$ cat src/rtl/usb_tx_pkg.sv
// Shared types for the NRZI line transmitter.
// Assumes: used by every module of the transmitter.
package usb_tx_pkg;

    // Line symbol held in the output register, before polarity mapping.
    typedef enum logic [1:0] {
        SYM_J   = 2'd0,
        SYM_K   = 2'd1,
        SYM_SE0 = 2'd2
    } line_sym_t;

    // Transmit sequencer states.
    typedef enum logic [2:0] {
        ST_IDLE    = 3'd0,
        ST_DATA    = 3'd1,
        ST_ABORT   = 3'd2,
        ST_EOP_SE0 = 3'd3,
        ST_EOP_J   = 3'd4
    } tx_state_t;

endpackage

$ cat src/rtl/usb_tx_tick.sv
// Bit-rate enable generator: divides the fast clock by DIV and emits a
// one-cycle enable, so all bit timing stays in one clock domain.
// Assumes: DIV >= 2; the enable runs freely from reset.
module usb_tx_tick #(
    parameter int DIV = 4
) (
    input  logic clk,
    input  logic rst_n,
    output logic tick
);
    localparam int CW = (DIV > 2) ? $clog2(DIV) : 1;
    localparam logic [CW-1:0] LAST = CW'(DIV - 1);

    logic [CW-1:0] cnt;

    // Counts fast-clock cycles within one bit time.
    always_ff @(posedge clk) begin
        if (!rst_n)          cnt <= '0;
        else if (cnt == LAST) cnt <= '0;
        else                 cnt <= cnt + 1'b1;
    end

    assign tick = (cnt == LAST);

    // The enable is never two cycles wide.
    assert_tick_single_R2: assert property (@(posedge clk) disable iff (!rst_n)
        tick |=> !tick);

endmodule

$ cat src/rtl/usb_tx_line_drv.sv
// Maps a line symbol to pin levels for the selected speed: low speed
// swaps the J and K levels, SE0 drives both pins low.
// Assumes: idle pins show J whenever the driver enable is low.
module usb_tx_line_drv
    import usb_tx_pkg::*;
(
    input  logic      low_speed,
    input  line_sym_t sym,
    input  logic      oe,
    output logic      dp,
    output logic      dm
);
    // Decodes symbol and speed into pin levels.
    always_comb begin
        if (oe && sym == SYM_SE0) begin
            dp = 1'b0;
            dm = 1'b0;
        end else if (oe && sym == SYM_K) begin
            dp = low_speed;
            dm = !low_speed;
        end else begin
            dp = !low_speed;
            dm = low_speed;
        end
    end

endmodule

$ cat src/rtl/usb_tx_ctrl.sv
// Transmit sequencer: sends sync, stuffed NRZI payload and EOP, and
// handshakes bytes one bit time ahead through a one-byte holding register.
// Assumes: tick is a one-cycle enable per bit time; tx_valid stays high
// for the whole packet and is low at the ready pulse that ends it.
module usb_tx_ctrl
    import usb_tx_pkg::*;
#(
    parameter int          BYTE_W    = 8,
    parameter int          STUFF_RUN = 6,
    parameter logic [BYTE_W-1:0] SYNC_PAT = 8'h80
) (
    input  logic              clk,
    input  logic              rst_n,
    input  logic              tick,
    input  logic [BYTE_W-1:0] tx_data,
    input  logic              tx_valid,
    output logic              tx_ready,
    output line_sym_t         sym_q,
    output logic              oe_q
);
    localparam int IDX_W      = $clog2(BYTE_W);
    localparam int ONES_W     = $clog2(STUFF_RUN + 2);
    localparam int ABORT_ONES = STUFF_RUN + 1;
    localparam int CNT_W      = $clog2(ABORT_ONES + 1);
    localparam logic [IDX_W-1:0]  IDX_LAST = IDX_W'(BYTE_W - 1);
    localparam logic [IDX_W-1:0]  IDX_PRE  = IDX_W'(BYTE_W - 2);
    localparam logic [ONES_W-1:0] RUN_MAX  = ONES_W'(STUFF_RUN);

    tx_state_t          state;
    logic [BYTE_W-1:0]  sh, hold;
    logic               have_next;
    logic [IDX_W-1:0]   idx;
    logic [ONES_W-1:0]  ones, ones_next;
    logic [CNT_W-1:0]   cnt;
    line_sym_t          lvl, emit_sym;
    logic               next_bit, stuff_due;

    assign stuff_due = (ones == RUN_MAX);
    assign tx_ready  = (state == ST_DATA) && tick && !stuff_due && (idx == IDX_PRE);

    // Selects the next bit and its NRZI symbol.
    always_comb begin
        next_bit = 1'b1;
        if (state == ST_IDLE)             next_bit = SYNC_PAT[0];
        else if (state == ST_DATA) begin
            if (stuff_due)                next_bit = 1'b0;
            else if (idx == IDX_LAST)     next_bit = hold[0];
            else                          next_bit = sh[idx + 1'b1];
        end
        emit_sym  = next_bit ? lvl : ((lvl == SYM_J) ? SYM_K : SYM_J);
        ones_next = next_bit ? ones + 1'b1 : '0;
    end

    // Advances the sequencer and the line register once per bit time.
    always_ff @(posedge clk) begin
        if (!rst_n) begin
            state <= ST_IDLE; sh <= '0; hold <= '0; have_next <= 1'b0;
            idx <= '0; ones <= '0; cnt <= '0; lvl <= SYM_J;
            sym_q <= SYM_J; oe_q <= 1'b0;
        end else if (tick) begin
            unique case (state)
                ST_IDLE: if (tx_valid) begin
                    sh <= SYNC_PAT; idx <= '0; have_next <= 1'b0;
                    ones <= ones_next; lvl <= emit_sym; sym_q <= emit_sym;
                    oe_q <= 1'b1; state <= ST_DATA;
                end
                ST_DATA: begin
                    if (stuff_due) begin
                        ones <= '0; lvl <= emit_sym; sym_q <= emit_sym;
                    end else if (idx == IDX_LAST) begin
                        if (have_next) begin
                            sh <= hold; have_next <= 1'b0; idx <= '0;
                            ones <= ones_next; lvl <= emit_sym; sym_q <= emit_sym;
                        end else begin
                            sym_q <= SYM_SE0; cnt <= '0; state <= ST_EOP_SE0;
                        end
                    end else if (idx < IDX_PRE && !tx_valid) begin
                        sym_q <= lvl; ones <= '0; cnt <= CNT_W'(1); state <= ST_ABORT;
                    end else begin
                        idx <= idx + 1'b1;
                        ones <= ones_next; lvl <= emit_sym; sym_q <= emit_sym;
                        if (tx_ready && tx_valid) begin
                            hold <= tx_data; have_next <= 1'b1;
                        end
                    end
                end
                ST_ABORT: begin
                    if (cnt < CNT_W'(ABORT_ONES)) begin
                        sym_q <= lvl; cnt <= cnt + 1'b1;
                    end else begin
                        sym_q <= SYM_SE0; cnt <= '0; state <= ST_EOP_SE0;
                    end
                end
                ST_EOP_SE0: begin
                    if (cnt == '0) cnt <= CNT_W'(1);
                    else begin
                        sym_q <= SYM_J; state <= ST_EOP_J;
                    end
                end
                ST_EOP_J: begin
                    oe_q <= 1'b0; sym_q <= SYM_J; lvl <= SYM_J;
                    ones <= '0; state <= ST_IDLE;
                end
                default: state <= ST_IDLE;
            endcase
        end
    end

    // Line register moves only on the bit enable.
    assert_hold_bit_time_R2: assert property (@(posedge clk) disable iff (!rst_n)
        !tick |=> ($stable(sym_q) && $stable(oe_q)));

    // A full run of ones is always followed by a transition.
    assert_stuff_transition_R5: assert property (@(posedge clk) disable iff (!rst_n)
        (state == ST_DATA && tick && stuff_due) |=> (sym_q != $past(sym_q)));

    // The run counter never passes the stuffing limit.
    assert_ones_bound_R5: assert property (@(posedge clk) disable iff (!rst_n)
        ones <= RUN_MAX);

    // The enable is released only after the closing J.
    assert_release_after_j_R8: assert property (@(posedge clk) disable iff (!rst_n)
        $fell(oe_q) |-> ($past(sym_q) == SYM_J));

endmodule

$ cat src/rtl/usb_nrzi_tx.sv
// NRZI line transmitter top: bit-enable divider, transmit sequencer and
// pin mapper.
// Assumes: clk runs at DIV times the bit rate; low_speed is constant
// during a packet.
module usb_nrzi_tx
    import usb_tx_pkg::*;
#(
    parameter int DIV       = 4,
    parameter int BYTE_W    = 8,
    parameter int STUFF_RUN = 6
) (
    input  logic              clk,
    input  logic              rst_n,
    input  logic              low_speed,
    input  logic [BYTE_W-1:0] tx_data,
    input  logic              tx_valid,
    output logic              tx_ready,
    output logic              line_dp,
    output logic              line_dm,
    output logic              line_oe
);
    logic      tick;
    line_sym_t sym;

    usb_tx_tick #(.DIV(DIV)) u_tick (
        .clk(clk), .rst_n(rst_n), .tick(tick)
    );

    usb_tx_ctrl #(.BYTE_W(BYTE_W), .STUFF_RUN(STUFF_RUN)) u_ctrl (
        .clk(clk), .rst_n(rst_n), .tick(tick),
        .tx_data(tx_data), .tx_valid(tx_valid), .tx_ready(tx_ready),
        .sym_q(sym), .oe_q(line_oe)
    );

    usb_tx_line_drv u_drv (
        .low_speed(low_speed), .sym(sym), .oe(line_oe),
        .dp(line_dp), .dm(line_dm)
    );

    // The ready pulse lasts one cycle.
    assert_ready_single_R6: assert property (@(posedge clk) disable iff (!rst_n)
        tx_ready |=> !tx_ready);

    // Ready is offered only while a packet is on the line.
    assert_ready_in_packet_R6: assert property (@(posedge clk) disable iff (!rst_n)
        tx_ready |-> line_oe);

endmodule

$ cat config.mk
export PLATFORM = sky130hd
export DESIGN_NAME = usb_nrzi_tx
export DESIGN_NICKNAME = d
export VERILOG_FILES = /design/src/rtl/usb_tx_pkg.sv /design/src/rtl/usb_tx_tick.sv /design/src/rtl/usb_tx_line_drv.sv /design/src/rtl/usb_tx_ctrl.sv /design/src/rtl/usb_nrzi_tx.sv
export SDC_FILE = /design/constraint.sdc
export NUM_CORES = 1
export LEC_CHECK = 0
export CAP_MARGIN = 20
export CORE_ASPECT_RATIO = 1.1
export CORE_MARGIN = 2
export CORE_UTILIZATION = 58
export CTS_CLUSTER_DIAMETER = 150
export DETAILED_ROUTE_END_ITERATION = 10
export PLACE_DENSITY = 0.79
export SYNTH_ARGS = -nofsm -noshare
export SYNTH_HDL_FRONTEND = slang
export SYNTH_SLANG_ARGS = --single-unit
$ cat constraint.sdc
create_clock -name clk -period 2.65 [get_ports clk]
set_input_delay 0.53 -clock clk [delete_from_list [all_inputs] [get_ports clk]]
set_output_delay 0.53 -clock clk [all_outputs]
set_load 0.02 [all_outputs]
# Word level (Yosys, flattened, before mapping)
# Index checks and enable logic that the tools add are counted.
# op_classes
mul	0
n_div	0
addsub	4
n_eq_ne	23
n_mux	65
n_reduce_logical	28
bitwise	4
n_shift	0
order_cmp	3
# op_table
operator	n
two-way mux 3 bit	24
two-way mux 8 bit	4
AND reduction 6 bit	5
two-way mux 2 bit	11
case mux 3 bit (3 select lines)	2
two-way mux 1 bit	16
case mux 8 bit (2 select lines)	1
equality test 3 bit, second input constant	4
inequality test 3 bit, second input constant	4
case mux 3 bit (4 select lines)	1
inequality test 2 bit, second input constant	5
case mux 2 bit (5 select lines)	1
adder 3 x 1 -> 3 bit, second input constant	3
AND reduction 4 bit	2
logical AND 1 bit	7
AND reduction 7 bit	1
equality test 3 x 2 -> 1 bit, second input constant	2
logical NOT 3 bit	2
less-than comparator 3 bit, second input constant	2
case mux 2 bit (3 select lines)	1
case mux 3 bit (2 select lines)	1
nonzero test 3 bit	2
nonzero test 5 bit	1
equality test 2 bit, second input constant	2
15 further kinds	23
# word_totals
rom_bits	0
elab_cells	138
n_memories	0
ramBits	0
input_bits	12
register_bits	36
out_inout_bits	4
latchBits	0

# Depth between registers and ports, before layout
# Gate-level depths: netlist of run 1.
# logic_depth
ltp_word	12
ltp_mapped	8
depth_no_buf	7

# By module
# From an unflattened synthesis of run 1, not the netlist that was laid out.
# hier_totals
cells_unflattened	245
area_unflattened_um2	2072.0
# modules_own_cells
mod	seq_area_each_um2	area_per_inst_um2	cells_each	n_inst
usb_tx_ctrl	680.7	1931.9	232	1
usb_tx_tick	40.0	73.8	5	1
usb_tx_line_drv	0.0	66.3	8	1

# Worst setup path after synthesis of run 1
# Ideal clock, no wire load.
# synth_path
path_type	reg2reg
startpoint	reg u_ctrl.idx[0]
endpoint	reg u_ctrl.state[2]
required_time_ps	2580
path_slack_ps	434
arrival_time_ps	2146
stages_incl_launch_ff	9
n_path_buf	1
setup_ps	70
synth_period_minus_slack_ps	2216
path_cell_list	dfxtp_1 > ha_1 > ha_1 > buf_2 > a211oi_1 > o21a_1 > o21ai_1 > or4_1 > a21oi_1
# synth_via
elab_chain_cells	4
word_cells_on_any_way	9
classes_between	order compare: 1; eq/ne: 3; mux: 3; reduce/logical: 2
# synth_lines
item	line_no	text
start, declared	usb_tx_ctrl.sv:32	logic [IDX_W-1:0] idx;
start signal, assigned	usb_tx_ctrl.sv:80	idx <= idx + 1'b1;
less-than comparator 3 bit / equality test 3 bit (equally long branches)	usb_tx_ctrl.sv:77, usb_tx_ctrl.sv:70	
logical AND 1 bit / two-way mux 3 bit (equally long branches)	usb_tx_ctrl.sv:77, usb_tx_ctrl.sv:70	
inequality test 3 bit (no source line) / two-way mux 3 bit (equally long branches)	n/a	
AND reduction 7 bit (no source line) / case mux 3 bit (4 select lines) (equally long branches)	n/a	
end signal, assigned	usb_tx_ctrl.sv:75	sym_q <= SYM_SE0; cnt <= '0; state <= ST_EOP_SE0;
end signal, assigned	usb_tx_ctrl.sv:78	sym_q <= lvl; ones <= '0; cnt <= CNT_W'(1); state <= ST_ABORT;
end signal, assigned	usb_tx_ctrl.sv:91	sym_q <= SYM_SE0; cnt <= '0; state <= ST_EOP_SE0;
end, declared	usb_tx_ctrl.sv:29	tx_state_t state;
# Several ways; a longest one is shown, not always the timed one. The select of a mux whose other input is x is not followed.
# A chain may end at the register's enable or synchronous reset.

# Worst setup path after layout of run 1
# layout_path
startpoint	reg u_ctrl.state[0]
endpoint	out tx_ready
# layout_via
elab_chain_cells	4
# layout_lines
item	line_no	text
start signal, assigned	usb_tx_ctrl.sv:57	state <= ST_IDLE; sh <= '0; hold <= '0; have_next <= 1'b0;
start signal, assigned	usb_tx_ctrl.sv:65	oe_q <= 1'b1; state <= ST_DATA;
start signal, assigned	usb_tx_ctrl.sv:75	
equality test 3 x 1 -> 1 bit	usb_tx_ctrl.sv:39	assign tx_ready = (state == ST_DATA) && tick && !stuff_due && (idx == IDX_PRE);
logical AND 1 bit (3 in series)	usb_tx_ctrl.sv:39	
end, declared	usb_nrzi_tx.sv:17	output logic tx_ready,
# No other way between the ends.

==> results.py, run 1 <==
metrics = {
    "floorplanning": {
        "die_y_um": 66.7,
        "start_util_pct": 61.3,
        "dieArea_um2": 4070,
        "rows": 22,
        "core_um2": 3390,
        "io_pins": 16,
        "fp.dieW_um": 61.0,
    },
    "worst_hold_path": {
        "hold_path_class": "reg -> reg",
        "hold_path.startpoint": "u_tick.cnt[0]$_SDFF_PP0_",
        "worstHoldEndpoint": "u_tick.cnt[0]$_SDFF_PP0_",
        "hold_depth": 1,
    },
    "clock_tree": {
        "clk_pin_slew_ps": 110,
        "cts_buffers": 5,
        "cts_tree": "built",
        "clockBufferDepth": 2,
        "htreeDepth": 2,
        "cts_root_buf": "clkbuf_4",
        "cts.sinks": 36,
        "clk_latency_ps": 350,
        "postCtsSetupBuffers": 0,
    },
    "cells_and_area": {
        "regArea_um2": 721,
        "layout.nets": 291,
        "syn2layout_area_growth_pct": 14.1,
        "fillers": 291,
        "design_area_um2": 2370,
        "drive_gt1_share_pct": 12.2,
        "fin_util_pct": 69.9,
        "diodes": 0,
        "multiInputGateArea_um2": 1270,
    },
    "timing": {
        "setup_viol": 0,
        "min_period_ps": 2530,
        "slew_viol_final": 0,
        "rsz0062_at_grt": "false",
        "max_freq_ghz": 0.395,
        "final.setup.worst_slack_ps": 118,
        "fin_crit_sh_pct": 95.5,
        "max_slew_margin_pct": 45.1,
        "fin_skew_ps": 10.4,
        "fin_hold_ws_ps": 436,
        "hold_viol": 0,
        "tns_ps": 0,
        "worstMarginPinSlew_ps": 823,
    },
    "global_route": {
        "antenna_found_initial": 0,
        "grtUsageTotal_pct": 25.0,
        "grt_pass1_vias": 1731,
        "grt_start_max_net_pins": 24,
        "grt_overflow": 0,
        "grt_pass1_wl_um": 7540,
    },
    "critical_path": {
        "r2r_start": "u_ctrl.idx[0]$_SDFFE_PN0P_",
        "reg2reg_slack_ps": 230,
        "slowest_stage": "clkdlybuf4s50_1",
        "r2r-end": "u_ctrl.sym_q[0]$_SDFFE_PN0P_",
        "startpoint_type": "flip-flop",
        "critPathArrivalTime_ps": 2000,
        "setup.worst_path.start": "u_ctrl.state[0]$_SDFFE_PN0P_",
        "rr_worst_depth": 7,
        "end_kind": "output port",
        "crit_chain": "nor3b_2, nand2_1, nor2_1, clkdlybuf4s50_1",
        "worst_ep_required_time_ps": 2120,
        "critPathKind": "reg -> out",
        "max_stage_delay_ps": 610,
        "crit_fanout": 7,
    },
    "logic_synthesis": {
        "yosys-top-cells-area": "dfxtp_1 35%, a21oi_1 5.8%, ha_1 4.8%",
        "synth_cell_types": 51,
        "synth_top_area_share_pct": 34.7,
        "syn_avg_cell_area_um2": 8.33,
        "synthCells": 249,
        "synth_top_family_by_area": "simple AND/OR/NAND/NOR gates",
        "yosys.area_share.simple_pct": 26.5,
        "ys_ff_latch": 36,
        "async_flop_share_pct": 0,
        "synth_xor_area_share_pct": 0,
        "synthAdderAreaFrac_pct": 4.83,
        "ys.flop_type": "dfxtp_1",
        "synth_compound_area_share_pct": 22.4,
        "synth_nets": 269,
        "seq_area_frac_synth_pct": 34.7,
        "yosysWarnings": 0,
        "synth-edff-count": 0,
        "muxShareOfSynthArea_pct": 7.18,
        "yosys.area.top_type": "dfxtp_1",
        "syn_area_um2": 2070,
    },
    "outcome": {
        "status": "completed",
    },
    "drt": {
        "dr.pass1.iters": 4,
        "postRouteAntennaNets": 0,
        "drt-initial-drc-count": 76,
        "routed_via_density": 5.86,
        "routedWlPerCell_um": 14.0,
        "drcViolationCount": 0,
        "vias": 1868,
        "drt_wl_total_um": 4450,
    },
    "placed_design": {
        "place_worst_setup_slack_ps": -26.9,
        "dp_hpwl_um": 3220,
        "io_buffers": 15,
        "dpl_cell_area_um2": 2320,
        "place.gp.congestion": 0.947,
    },
    "pwr": {
        "power.density_nw_per_um2": 397,
        "ir_drop_mv": 0.355,
        "leakagePower_nw": 0.825,
    },
    "job": {
        "drv_cap": 0,
    },
}
cell type report:
cell class	instances	area share, %
well taps	48	2.54
flip-flops and latches	36	30.5
inverters	9	1.43
clock inverters	1	0.212
clock buffers	6	1.75
multi-input cells	192	53.6
repair buffers	27	10.0
state kept, by name, indices dropped and copies added, names as in the netlist:
| name | cells |
|---|---|
| u_ctrl.hold | 8 |
| u_ctrl.sh | 8 |
| u_ctrl.cnt | 3 |
| u_ctrl.idx | 3 |
| u_ctrl.ones | 3 |
| u_ctrl.state | 3 |
| u_ctrl.lvl | 2 |
| u_ctrl.sym_q | 2 |
| u_tick.cnt | 2 |
| u_ctrl.have_next | 1 |
| u_ctrl.oe_q | 1 |
how the worst max path moves through the flow:
stage / cells past startpoint / slack [ps] / to
after global routing: 7 / 3 / u_ctrl.sym_q[0]$_SDFFE_PN0P_
final: 4 / 120 / tx_ready
after global placement: 5 / -10 / line_dm
after CTS: 4 / 5 / tx_ready
after detailed placement: 5 / -30 / line_dm
after floorplan: 8 / 430 / u_ctrl.state[2]$_SDFFE_PN0P_
repair_timing:
action | in CTS | in global routing
pin swaps | 0 | 0
hold buffers | 0 | 0
setup endpoints to repair | 2 | 1
gates cloned | 0 | 0
resized for setup | 2 | 1
critical path: cells and delay by family, from the launching register on:
kind,cells,cell delay (ps)
AND/OR/NAND/NOR,3,570
buffers and inverters,1,610
flip-flops,1,460
Yosys cell counts, types with 3 or more instances:
cell,count
buf_2,4
mux2_2,7
ha_1,8
dfxtp_1,36
clkbuf_1,6
a31oi_1,6
nand4b_1,3
nor2b_1,3
and3_1,3
nand2b_1,10
inv_1,8
nand2_1,20
o21ai_0,12
nand3_1,14
or3_1,4
nor3_1,5
a21oi_1,24
nor2_1,25
mux2i_1,7
cells by family (layout without fill, tap and decap cells):
| group | after synthesis | after routing |
|---|---|---|
| simple gates | 101 | 101 |
| compound gates | 69 | 69 |
| flops | 36 | 36 |
| buf+inv | 21 | 43 |
| mux | 14 | 14 |
| fa+ha+maj | 8 | 8 |
metrics by stage:
step,std cells,total power [W]
after global routing,319,0.000977
after detailed placement,312,0.000676
final,319,0.000939
after floorplan,249,0.000629
after CTS,319,0.000946
after global placement,312,0.000675
where the power goes:
group	switching (W)	internal (W)
logic	0.0000582	0.0000506
clock network	0.000179	0.0000976
registers	0.00000551	0.000548
per-layer routing:
layer  track usage, %  up-vias  routed length [µm]
li1                 -      965                   -
met1             29.7      849                2060
met2             40.6       41                2080
met3             7.38       13                 168
met4             11.1        0                 140
met5                0        -                   0
placed cells by master (no fill, tap or decap), types with 7 or more instances in the layout:
cell             count
inv_1                8
nand2_1             20
dfxtp_1             36
buf_4               12
a21oi_1             24
mux2_2               7
ha_1                 8
nor2_1              25
clkdlybuf4s50_1     13
mux2i_1              7
nand2b_1            10
nand3_1             14
o21ai_0             12
Note: power is estimated with default switching activity, not from simulation.
==> run 2: changes to the inputs <==
CAP_MARGIN = unset   (was 20)
PLACE_DENSITY = 0.82   (was 0.79)
clock period = 2.8 ns   (was 2.65 ns; I/O delays follow)
==> results.py, run 2 (synthesis gave the netlist of run 1 again) <==
metrics = {
    "outcome": {
        "status": "completed",
    },
    "timing": {
        "slew_viol_final": 0,
        "hold_viol": 0,
        "setup_viol": 0,
        "fin_crit_sh_pct": 96.6,
        "max_freq_ghz": 0.370,
        "rsz0062_at_grt": "false",
        "max_slew_margin_pct": 43.7,
        "min_period_ps": 2710,
        "tns_ps": 0,
        "worstMarginPinSlew_ps": 843,
        "fin_skew_ps": 15.2,
    },
    "critical_path": {
        "slowest_stage": "clkdlybuf4s50_1",
        "crit_family": "buffers and inverters",
        "end_kind": "output port",
        "crit_chain": "clkdlybuf4s50_1, mux2_2, o2bb2ai_1, clkdlybuf4s50_1",
        "rr_worst_depth": 7,
        "worst_ep_required_time_ps": 2240,
        "critPathArrivalTime_ps": 2150,
        "critPathKind": "in -> out",
        "max_stage_delay_ps": 610,
        "cp_num_buf_inv": 2,
        "path_common_cell": "clkdlybuf4s50_1",
        "r2r_start": "u_ctrl.idx[0]$_SDFFE_PN0P_",
        "r2r-end": "u_ctrl.sym_q[0]$_SDFFE_PN0P_",
        "reg2reg_slack_ps": 350,
        "crit_fanout": 3,
        "startpoint_type": "primary input",
    },
    "pwr": {
        "ir_drop_mv": 0.334,
        "leakagePower_nw": 0.824,
        "power.density_nw_per_um2": 419,
    },
    "global_route": {
        "grt_pass1_wl_um": 7580,
        "grt_pass1_vias": 1757,
        "antenna_found_initial": 0,
        "grt_overflow": 0,
        "grtUsageTotal_pct": 24.4,
        "grt_start_max_net_pins": 27,
    },
    "drt": {
        "postRouteAntennaNets": 0,
        "routedWlPerCell_um": 14.4,
        "drcViolationCount": 0,
        "dr.pass1.iters": 4,
        "drt-initial-drc-count": 129,
        "routed_via_density": 6.12,
        "vias": 1934,
        "drt_wl_total_um": 4550,
    },
    "cells_and_area": {
        "multiInputGateArea_um2": 1260,
        "regArea_um2": 721,
        "syn2layout_area_growth_pct": 14.8,
        "final_common_cell": "dfxtp_1",
        "top_regs": "u_ctrl.hold: 8 flops, u_ctrl.sh: 8 flops",
        "diodes": 0,
        "fillers": 292,
        "layout.nets": 287,
        "layout_common_cells": "36 x dfxtp_1, 25 x nor2_1, 24 x a21oi_1",
        "drive_gt1_share_pct": 11.2,
        "fin_cells": 316,
    },
    "clock_tree": {
        "postCtsSetupBuffers": 0,
        "clockBufferDepth": 2,
        "clk_pin_slew_ps": 110,
        "clk_latency_ps": 360,
        "htreeDepth": 2,
        "cts_root_buf": "clkbuf_4",
        "cts_tree": "built",
        "cts_resized": 0,
        "cts.sinks": 36,
        "cts_buffers": 5,
        "postCtsHoldBufs": 0,
    },
    "placed_design": {
        "dp_cells": 308,
        "place.gp.congestion": 0.898,
        "io_buffers": 15,
        "dp_hpwl_um": 3310,
    },
    "worst_hold_path": {
        "hold_path_class": "reg -> reg",
        "worstHoldEndpoint": "u_tick.cnt[0]$_SDFF_PP0_",
        "hold_path.startpoint": "u_tick.cnt[0]$_SDFF_PP0_",
        "hold_depth": 1,
    },
    "floorplanning": {
        "die_y_um": 66.7,
        "rows": 22,
        "core_um2": 3390,
        "io_pins": 16,
        "fp.dieW_um": 61.0,
        "dieArea_um2": 4070,
        "start_util_pct": 61.3,
    },
    "job": {
        "drv_cap": 0,
    },
}
[run 2: metal layers]
metal / track usage [%] / vias to the layer above / wire (µm)
li1: - / 957 / -
met1: 30.5 / 907 / 1980
met2: 40.4 / 59 / 2280
met3: 4.66 / 11 / 217
met4: 9.51 / 0 / 75
met5: 0 / - / 0
[run 2: final cells by class]
cell class / instances / share of cell area (%)
multi-input cells: 192 / 53.0
flip-flops and latches: 36 / 30.3
well taps: 48 / 2.52
clock inverters: 3 / 1.79
repair buffers: 23 / 9.45
clock buffers: 5 / 1.58
inverters: 9 / 1.42
[run 2: worst max path at each step]
stage / start / end / slack (ps) / depth (start not counted)
after global placement: low_speed / line_dm / 80 / 5
after floorplan: u_ctrl.idx[0]$_SDFFE_PN0P_ / u_ctrl.state[2]$_SDFFE_PN0P_ / 580 / 8
final: low_speed / line_dp / 90 / 4
after CTS: low_speed / line_dm / 50 / 5
after global routing: low_speed / line_dp / 20 / 4
after detailed placement: low_speed / line_dm / 60 / 5
[run 2: per-stage QoR]
step	util [%]	hold slack [ps]	area, µm²	setup WS (ps)	power [W]
final	70.4	449	2380	94.1	0.000998
after floorplan	-	408	2070	584	0.000596
after global routing	70.4	471	2380	23.7	0.00103
after CTS	70.3	452	2380	54.4	0.00100
after global placement	67.9	418	2300	76.4	0.000636
after detailed placement	67.9	429	2300	59.0	0.000637
[run 2: report_power, final]
part / total [W] / internal, W / switching, W
combinational: 0.000103 / 0.0000471 / 0.0000555
sequential: 0.000523 / 0.000519 / 0.00000446
clock: 0.000372 / 0.000186 / 0.000186
total: 0.000998 / 0.000752 / 0.000246
==> run 3: changes to the inputs <==
CAP_MARGIN = 30   (was unset)
REMOVE_ABC_BUFFERS = 1   (was unset)
==> results.py, run 3 (synthesis gave the netlist of run 1 again) <==
metrics = {
    "global_route": {
        "grt_overflow": 0,
        "grt_pass1_vias": 1801,
        "antenna_found_initial": 0,
        "grtUsageTotal_pct": 25.0,
        "grt_start_max_net_pins": 35,
        "grt_pass1_wl_um": 7680,
    },
    "timing": {
        "fin_skew_ps": 11.9,
        "fin_crit_sh_pct": 96.4,
        "rsz0062_at_grt": "false",
        "worstMarginPinSlew_ps": 875,
        "min_period_ps": 2700,
        "slew_viol_final": 0,
        "tns_ps": 0,
        "setup_viol": 0,
        "max_slew_margin_pct": 41.6,
        "max_freq_ghz": 0.371,
        "hold_viol": 0,
    },
    "critical_path": {
        "crit_fanout": 3,
        "critPathArrivalTime_ps": 2140,
        "worst_ep_required_time_ps": 2240,
        "path_common_cell": "clkdlybuf4s50_1",
        "critPathKind": "in -> out",
        "setup.worst_path.start": "low_speed",
        "crit_chain": "clkdlybuf4s50_1, mux2_2, o2bb2ai_1, clkdlybuf4s50_1",
        "end_kind": "output port",
        "r2r_start": "u_ctrl.idx[0]$_SDFFE_PN0P_",
        "max_stage_delay_ps": 610,
        "startpoint_type": "primary input",
        "slowest_stage": "clkdlybuf4s50_1",
    },
    "placed_design": {
        "io_buffers": 15,
        "place.gp.congestion": 0.850,
        "dp_cells": 310,
        "dp_hpwl_um": 3130,
    },
    "drt": {
        "routedWlPerCell_um": 14.2,
        "drcViolationCount": 0,
        "routed_via_density": 6.09,
        "drt_wl_total_um": 4520,
        "drt-initial-drc-count": 129,
        "vias": 1938,
        "postRouteAntennaNets": 0,
        "dr.pass1.iters": 4,
    },
    "floorplanning": {
        "dieArea_um2": 4070,
        "start_util_pct": 61.3,
        "core_um2": 3390,
        "rows": 22,
        "fp.dieW_um": 61.0,
        "die_y_um": 66.7,
        "io_pins": 16,
    },
    "cells_and_area": {
        "syn2layout_area_growth_pct": 15.1,
        "fin_cells": 318,
        "top_regs": "u_ctrl.hold: 8 flops, u_ctrl.sh: 8 flops",
        "diodes": 0,
        "final_common_cell": "dfxtp_1",
        "drive_gt1_share_pct": 11.9,
        "fin_util_pct": 70.5,
        "layout_common_cells": "36 x dfxtp_1, 25 x nor2_1, 24 x a21oi_1",
        "layout.nets": 289,
    },
    "pwr": {
        "combinationalPowerShare_pct": 10.2,
        "pwr-share-clk_pct": 37.0,
        "seqPwrFrac_pct": 52.8,
        "ir_drop_mv": 0.382,
        "leakagePower_nw": 0.849,
        "intPower_w": 0.000751,
        "p_switching_w": 0.000242,
        "power.density_nw_per_um2": 416,
        "p_sw_share_pct": 24.4,
    },
    "clock_tree": {
        "clockBufferDepth": 2,
        "clk_latency_ps": 350,
        "cts_root_buf": "clkbuf_4",
        "postCtsSetupBuffers": 0,
        "postCtsHoldBufs": 0,
        "cts_buffers": 5,
        "cts.sinks": 36,
        "clk_pin_slew_ps": 110,
        "cts_resized": 0,
        "cts_tree": "built",
        "htreeDepth": 2,
    },
    "job": {
        "drv_cap": 0,
    },
    "worst_hold_path": {
        "hold_path.startpoint": "u_tick.cnt[0]$_SDFF_PP0_",
        "hold_path_class": "reg -> reg",
    },
    "outcome": {
        "status": "completed",
    },
}
==> run 3: cell type report <==
cell class | count | area, µm²
Fill cell | 286 | 998
Clock inverter | 3 | 42.5
Inverter | 9 | 33.8
Multi-Input combinational cell | 192 | 1260
Tap cell | 48 | 60.1
Clock buffer | 5 | 37.5
Sequential cell | 36 | 721
Timing Repair Buffer | 25 | 230
==> run 3: per-layer routing <==
metal | track usage (%) | wire length, µm
met5 | 0 | 0
met4 | 12.5 | 129
met3 | 5.63 | 202
met2 | 39.9 | 2150
met1 | 30.8 | 2040
==> run 3: path summary, 6_finish.rpt <==
path / end / slack, ps / depth (start not counted)
min: u_tick.cnt[0]$_SDFF_PP0_ / 440 / 1
min reg2reg: u_tick.cnt[0]$_SDFF_PP0_ / 440 / 1
max: line_dp / 100 / 4
max reg2reg: u_ctrl.state[2]$_SDFFE_PN0P_ / 380 / 7
==> run 3: stage by stage <==
step,hold WS [ps],setup slack [ps],instance area [µm²],power (W)
global route,483,6.47,2390,0.00103
finish,444,101,2390,0.000993
detailed placement,422,56.6,2300,0.000636
global placement,418,78.6,2300,0.000635
floorplan,408,279,2020,0.000593
CTS,445,53.8,2380,0.000998
==> run 3: critical path: cells and delay by family <==
family,cells,cell delay [ps]
buffers and inverters,2,1110
AO/OA/AOI/OAI,1,130
multiplexers,1,340
==> run 3: power by group through the flow <==
stage	logic [W]	registers (W)	clock network (W)
2_1_floorplan	0.0000560	0.000537	0
3_3_place_gp	0.0000990	0.000536	0
3_5_place_dp	0.0000998	0.000536	0
4_1_cts	0.000101	0.000525	0.000373
5_1_grt	0.000111	0.000526	0.000391
6_report	0.000101	0.000525	0.000367
